**config.mk**
```make
export PLATFORM = sky130hd
export DESIGN_NAME = hv_bus_arb
export DESIGN_NICKNAME = d
export VERILOG_FILES = /design/src/rtl/hv_bus_arb.sv
export SDC_FILE = /design/constraint.sdc
export NUM_CORES = 1
export LEC_CHECK = 0
export BUFFER_PORTS_ARGS = -buffer_cell sky130_fd_sc_hd__buf_2
export CORE_AREA = 2 2 133 135
export CTS_CLUSTER_SIZE = 12
export DETAILED_ROUTE_END_ITERATION = 8
export DIE_AREA = 0 0 135 137
export PLACE_DENSITY = 0.48
export SYNTH_ARGS = -nofsm -noshare
export SYNTH_HDL_FRONTEND = slang
export SYNTH_SLANG_ARGS = --single-unit
```
**constraint.sdc**
```tcl
create_clock -name clk -period 3.07 [get_ports clk]
set_clock_uncertainty 0.2 [all_clocks]
set_input_delay 0.4605 -clock clk [delete_from_list [all_inputs] [get_ports clk]]
set_output_delay 0.4605 -clock clk [all_outputs]
set_load 0.02 [all_outputs]
```
**src/rtl/hv_bus_arb.sv**
```systemverilog
module hv_bus_arb #(
  parameter int PAW = 22,
  parameter int DAW = 32,
  parameter int DW  = 32
) (
  input  logic           clk,
  input  logic           rst_n,
  input  logic           wr_d_req,
  input  logic [DAW-1:0] wr_d_addr,
  input  logic [DW-1:0]  wr_d_wdata,
  input  logic           wr_p_req,
  input  logic [PAW-1:0] wr_p_addr,
  input  logic [DW-1:0]  wr_p_wdata,
  input  logic           rd_d_req,
  input  logic [DAW-1:0] rd_d_addr,
  input  logic           rd_p_req,
  input  logic [PAW-1:0] rd_p_addr,
  input  logic           ft_req,
  input  logic [PAW-1:0] ft_addr,
  output logic [4:0]     gnt,
  output logic           mem_en,
  output logic           mem_we,
  output logic [DAW-1:0] mem_addr,
  output logic [DW-1:0]  mem_wdata,
  input  logic [DW-1:0]  mem_rdata,
  output logic           rsp_valid,
  output logic [2:0]     rsp_tag,
  output logic [DW-1:0]  rsp_data
);
  localparam int PAD = DAW - PAW;

  logic [4:0] req;
  logic [2:0] win;

  assign req       = {ft_req, rd_p_req, rd_d_req, wr_p_req, wr_d_req};
  assign gnt       = req & (~req + 5'd1);
  assign mem_en    = |req;
  assign mem_we    = gnt[0] | gnt[1];
  assign mem_wdata = gnt[0] ? wr_d_wdata : gnt[1] ? wr_p_wdata : '0;

  always_comb begin
    win      = 3'd0;
    mem_addr = '0;
    unique case (1'b1)
      gnt[0]: begin win = 3'd0; mem_addr = wr_d_addr; end
      gnt[1]: begin win = 3'd1; mem_addr = {{PAD{1'b0}}, wr_p_addr}; end
      gnt[2]: begin win = 3'd2; mem_addr = rd_d_addr; end
      gnt[3]: begin win = 3'd3; mem_addr = {{PAD{1'b0}}, rd_p_addr}; end
      gnt[4]: begin win = 3'd4; mem_addr = {{PAD{1'b0}}, ft_addr}; end
      default: ;
    endcase
  end

  always_ff @(posedge clk or negedge rst_n) begin
    if (!rst_n) begin
      rsp_valid <= 1'b0;
      rsp_tag   <= 3'd0;
    end else begin
      rsp_valid <= |gnt[4:2];
      rsp_tag   <= win;
    end
  end

  assign rsp_data = mem_rdata;

  AST_NO_WR_PAIR:  assert property (@(posedge clk) disable iff (!rst_n) !(wr_d_req && wr_p_req));
  AST_NO_RD_PAIR:  assert property (@(posedge clk) disable iff (!rst_n) !(rd_p_req && ft_req));
  AST_ONE_GNT:     assert property (@(posedge clk) disable iff (!rst_n) $onehot0(gnt));
  AST_EN_MATCH:    assert property (@(posedge clk) disable iff (!rst_n) mem_en == (gnt != 5'd0));
  AST_ZEXT:        assert property (@(posedge clk) disable iff (!rst_n)
                     (gnt[1] || gnt[3] || gnt[4]) |-> mem_addr[DAW-1:PAW] == '0);
  AST_RSP_FETCH:   assert property (@(posedge clk) disable iff (!rst_n)
                     gnt[4] |=> (rsp_valid && rsp_tag == 3'd4));
  AST_RSP_DREAD:   assert property (@(posedge clk) disable iff (!rst_n)
                     gnt[2] |=> (rsp_valid && rsp_tag == 3'd2));
  AST_NO_RSP:      assert property (@(posedge clk) disable iff (!rst_n)
                     (gnt[4:2] == 3'b000) |=> !rsp_valid);
  AST_LOSER_HOLD:  assert property (@(posedge clk) disable iff (!rst_n)
                     (|(req & ~gnt)) |=> ((req & $past(req & ~gnt)) == $past(req & ~gnt)));
endmodule

```
## Word-level counts from Yosys, hierarchy flattened

Cells that the tools add are included.

| word-level totals | value |
|---|---|
| flip-flop bits (word level) | 4 |
| output and inout bits | 107 |
| logic and storage cells | 12 |

| operators by class | value |
|---|---|
| $add $sub $neg | 1 |
| muxes and demuxes | 4 |
| bitwise gates (word level) | 3 |
| reductions and logical operators | 2 |

Operator list:

| cell | count |
|---|---|
| 32-bit case mux with 5 select lines | 1 |
| 32-bit two-way mux | 2 |
| 3-bit case mux with 4 select lines | 1 |
| 5-bit by 1-bit adder with 5-bit output (second input constant) | 1 |
| 5-bit bitwise AND | 1 |
| 5-bit NOT | 1 |
| 5-bit OR reduction | 1 |
| 3-bit OR reduction | 1 |
| 1-bit OR | 1 |

## Logic depth before layout (Yosys ltp)

| logic depth | value |
|---|---|
| word-level depth | 5 |
| gate-level depth with buffers | 6 |
| mapped depth without buffers | 3 |

## Worst setup path before layout

No wires, ideal clock.

| timing | value |
|---|---|
| path kind | input to output |
| start point | in wr_d_req |
| end point | out mem_addr[13] |
| arrival time | 1.579 ns |
| setup slack | 0.830 ns |
| cell stages on the path | 5 |
| path buffers | 2 |
| cells stage by stage | buf_6 -> or2_4 -> nor3b_4 -> buf_6 -> a221o_1 |

| between the ends | value |
|---|---|
| longest elaborated chain between the ends | 4 |

RTL lines:

| what | RTL line | RTL |
|---|---|---|
| start, declared | 8 | `input logic wr_d_req,` |
| 5-bit NOT | 36 | `assign gnt = req & (~req + 5'd1);` |
| 5-bit by 1-bit adder with 5-bit output | 36 |  |
| 5-bit bitwise AND | 36 |  |
| net gnt[3] | 20 | `output logic [4:0] gnt,` |
| 32-bit case mux with 5 select lines | 44 | `unique case (1'b1)` |
| end, declared | 23 | `output logic [DAW-1:0] mem_addr,` |

The timed path passes the listed nets, and every way through them passes these cells.

## Worst setup path in the final report

| timing | value |
|---|---|
| start point | in wr_p_req |
| end point | out mem_wdata[31] |

| between the ends | value |
|---|---|
| longest elaborated chain between the ends | 5 |

RTL lines:

| what | RTL line | RTL |
|---|---|---|
| start, declared | 11 | `input logic wr_p_req,` |
| 5-bit NOT | 36 |  |
| 5-bit by 1-bit adder with 5-bit output | 36 |  |
| 5-bit bitwise AND * | 36 |  |
| 32-bit two-way mux * (2 in series) | 39 | `assign mem_wdata = gnt[0] ? wr_d_wdata : gnt[1] ? wr_p_wdata : '0;` |
| end, declared | 24 | `output logic [DW-1:0] mem_wdata,` |

Every way passes the cells marked *; elsewhere a longest branch is shown, timed or not.

==> impl_metrics.tcl <==
set metrics [dict create \
    setup_repair_after_global_routing_missed_its_margin "false" \
    placed_instance_area_um2 3060 \
    min_period_over_period_pct 82.7 \
    gr-usage-all-layers_pct 11.0 \
    synth_top_cells_by_area "a22o_1 (21%), buf_4 (15%), a21oi_1 (13%)" \
    power.share.clock_pct 26.6 \
    final.min_clock_period_ns 2.54 \
    synthesis.area_um2 1720 \
    setup.worst_path.start_class "input port" \
    timing.hold.worst.class "input port to flip-flop" \
    cellInternalPower_uw 450 \
    worst_ep_required_time_ns 2.41 \
    most-common-layout-cells "buf_2 (275), a21oi_1 (44), a22o_1 (42)" \
    maxClockFrequency_mhz 394 \
    max_slew.worst_pin.slew_ns 0.369 \
    mostFrequentLayoutCell "buf_2" \
    vertical_die_dimension_um 137 \
    drt_pass1_iterations 4 \
    static_leakage_power_nw 1.68 \
    routedWlPerCell_um 16.8 \
    critPathKind "input port to primary output" \
    gp_routability_congestion 0.739 \
    post_cts_resized 0 \
    ioPinCount 340 \
    core_region_area_um2 17100 \
    drv.max_cap_violation_count 0 \
    timing.final.max_slew_violations 0 \
    postSynthRegisterBits 4 \
    dr_total_vias 2724 \
    global_route_wire_length_before_repair_um 15000 \
    placement.io_buffers 275 \
    fin_setup_tns_ns 0 \
    p_seq_share_pct 7.4 \
    power.density_cell_area_nw_per_um2 240 \
    synthesis.area_per_instance_um2 7.48 \
    cp_max_fanout 34 \
    finalNetCount 694 \
    slew_headroom_pct 75.4 \
    die_area_um2 18500 \
    power_switching_uw 307 \
    yosysSeqAreaShare_pct 5.82 \
    cts_buffer_count 3 \
    initial_utilization_pct 10.1 \
    cts.clk_slew.worst_paths_ns 0.03 \
    drcViolationCount 0 \
    area_growth_synth_to_finish_pct 82.8 \
    antenna_found_initial 0 \
    place_ws_ns 0.511 \
    power.share.switching_pct 40.5 \
    hold_violations 0 \
    drive_above_1_share_pct 64.3 \
    vias_per_cell 3.98 \
    antennaDiodeCount 0 \
    yosysUniqueCellTypes 19 \
    final_design_area_no_fill_um2 3150 \
    finalWirelength_um 11500 \
    finalWorstSetupSlack_ns 0.531 \
    report.final.setup_viol 0 \
    overflow 0 \
    core.rowCount 48 \
    detailed_place_hpwl_um 9900 \
    tritoncts "yes" \
    worstSetupEndpointType "primary output" \
    die_x_um 135 \
    root_buffer "clkbuf_16" \
    ctsLongestPathBuffers 2 \
    post_synth_inst_count 230 \
    syn-num-nets 463 \
    route.antenna.remaining_nets 0 \
    max-vdd-ir-drop_mv 0.223 \
    pin_count_of_the_biggest_net_entering_global_routing 65 \
    status "complete, no violations" \
    clock_sinks 4 \
    yosys.area.top_type "a22o_1" \
    synth_top_cell_area_share_pct 21.4 \
    synthesis.yosys.warnings 0 \
    combinationalPowerShare_pct 66.0 \
    detailedRoute.firstIterationViolations 81 \
    cp.arrival_ns 1.88 \
    vias_in_the_first_global_route 2573 \
    post-layout-total-power_uw 756 \
    cts-htree-levels 1 \
]
-- synthesized netlist by cell type --
library cell	number
a21oi_1	44
a221o_1	22
a22o_1	42
and2_1	2
buf_1	1
buf_2	5
buf_4	34
buf_6	7
clkbuf_1	14
dfrtp_1	4
inv_1	1
nand3b_1	22
nor2_1	3
nor2b_1	23
nor3b_4	1
nor4_2	1
or2_2	2
or2_4	1
or2b_1	1
-- final timing paths --
kind,startpoint,endpoint,slack [ns],cells past startpoint
min in group asynchronous,rst_n,rsp_tag[1],0.39,2
max in group asynchronous,rst_n,rsp_tag[0],2.15,2
min,ft_req,rsp_tag[2],0.37,2
max,wr_p_req,mem_wdata[31],0.53,6
-- cell type report --
type                            count  area (um^2)
Fill cell                        1969        13900
Timing Repair Buffer              287         1480
Multi-Input combinational cell    164         1200
Tap cell                          225          282
Sequential cell                     4          100
Clock buffer                        3         75.1
Inverter                            1         3.75
-- routing by layer --
layer	global-route usage, %	up-vias	share of wire, %
li1	-	1310	-
met5	0	-	0
met2	22.3	160	54
met3	1.85	22	7.6
met4	3.24	0	1.9
met1	11.4	1232	36
-- stage by stage --
step           util [%]  hold WS (ns)  instances
2_1_floorplan         -       -0.0351        230
3_3_place_gp       17.9        0.0817        680
3_5_place_dp       17.9        0.0801        680
4_1_cts            18.4         0.373        684
5_1_grt            18.4         0.370        684
6_report           18.4         0.365        684
-- critical path, stage by stage --
cell	delay, ns
buf_2	0.14
buf_4	0.26
nor2b_2	0.18
buf_4	0.35
a22o_1	0.27
buf_2	0.21
-- registers in the layout, indices dropped and copies added (netlist names) --
| register | count |
|---|---|
| rsp_tag | 3 |
| rsp_valid | 1 |
-- repair_timing --
action | CTS | global route
endpoints found under the hold margin | 4 | 0
buffers inserted | 0 | 0
hold buffers | 1 | 0
-- logic make-up after synthesis --
logic type / synth area share (%)
buf+inv: 24.4
simple gates: 22.8
compound gates: 47.0
flops: 5.82
-- power by group through the flow --
stage                     Combinational (mW)  Sequential, mW  Clock [mW]
after floorplan                        0.314          0.0604           0
after global placement                 0.504          0.0567           0
after detailed placement               0.505          0.0567           0
after CTS                              0.507          0.0561       0.203
after global routing                   0.540          0.0563       0.208
final                                  0.499          0.0561       0.201
Note: power is estimated with default switching activity, not from simulation.
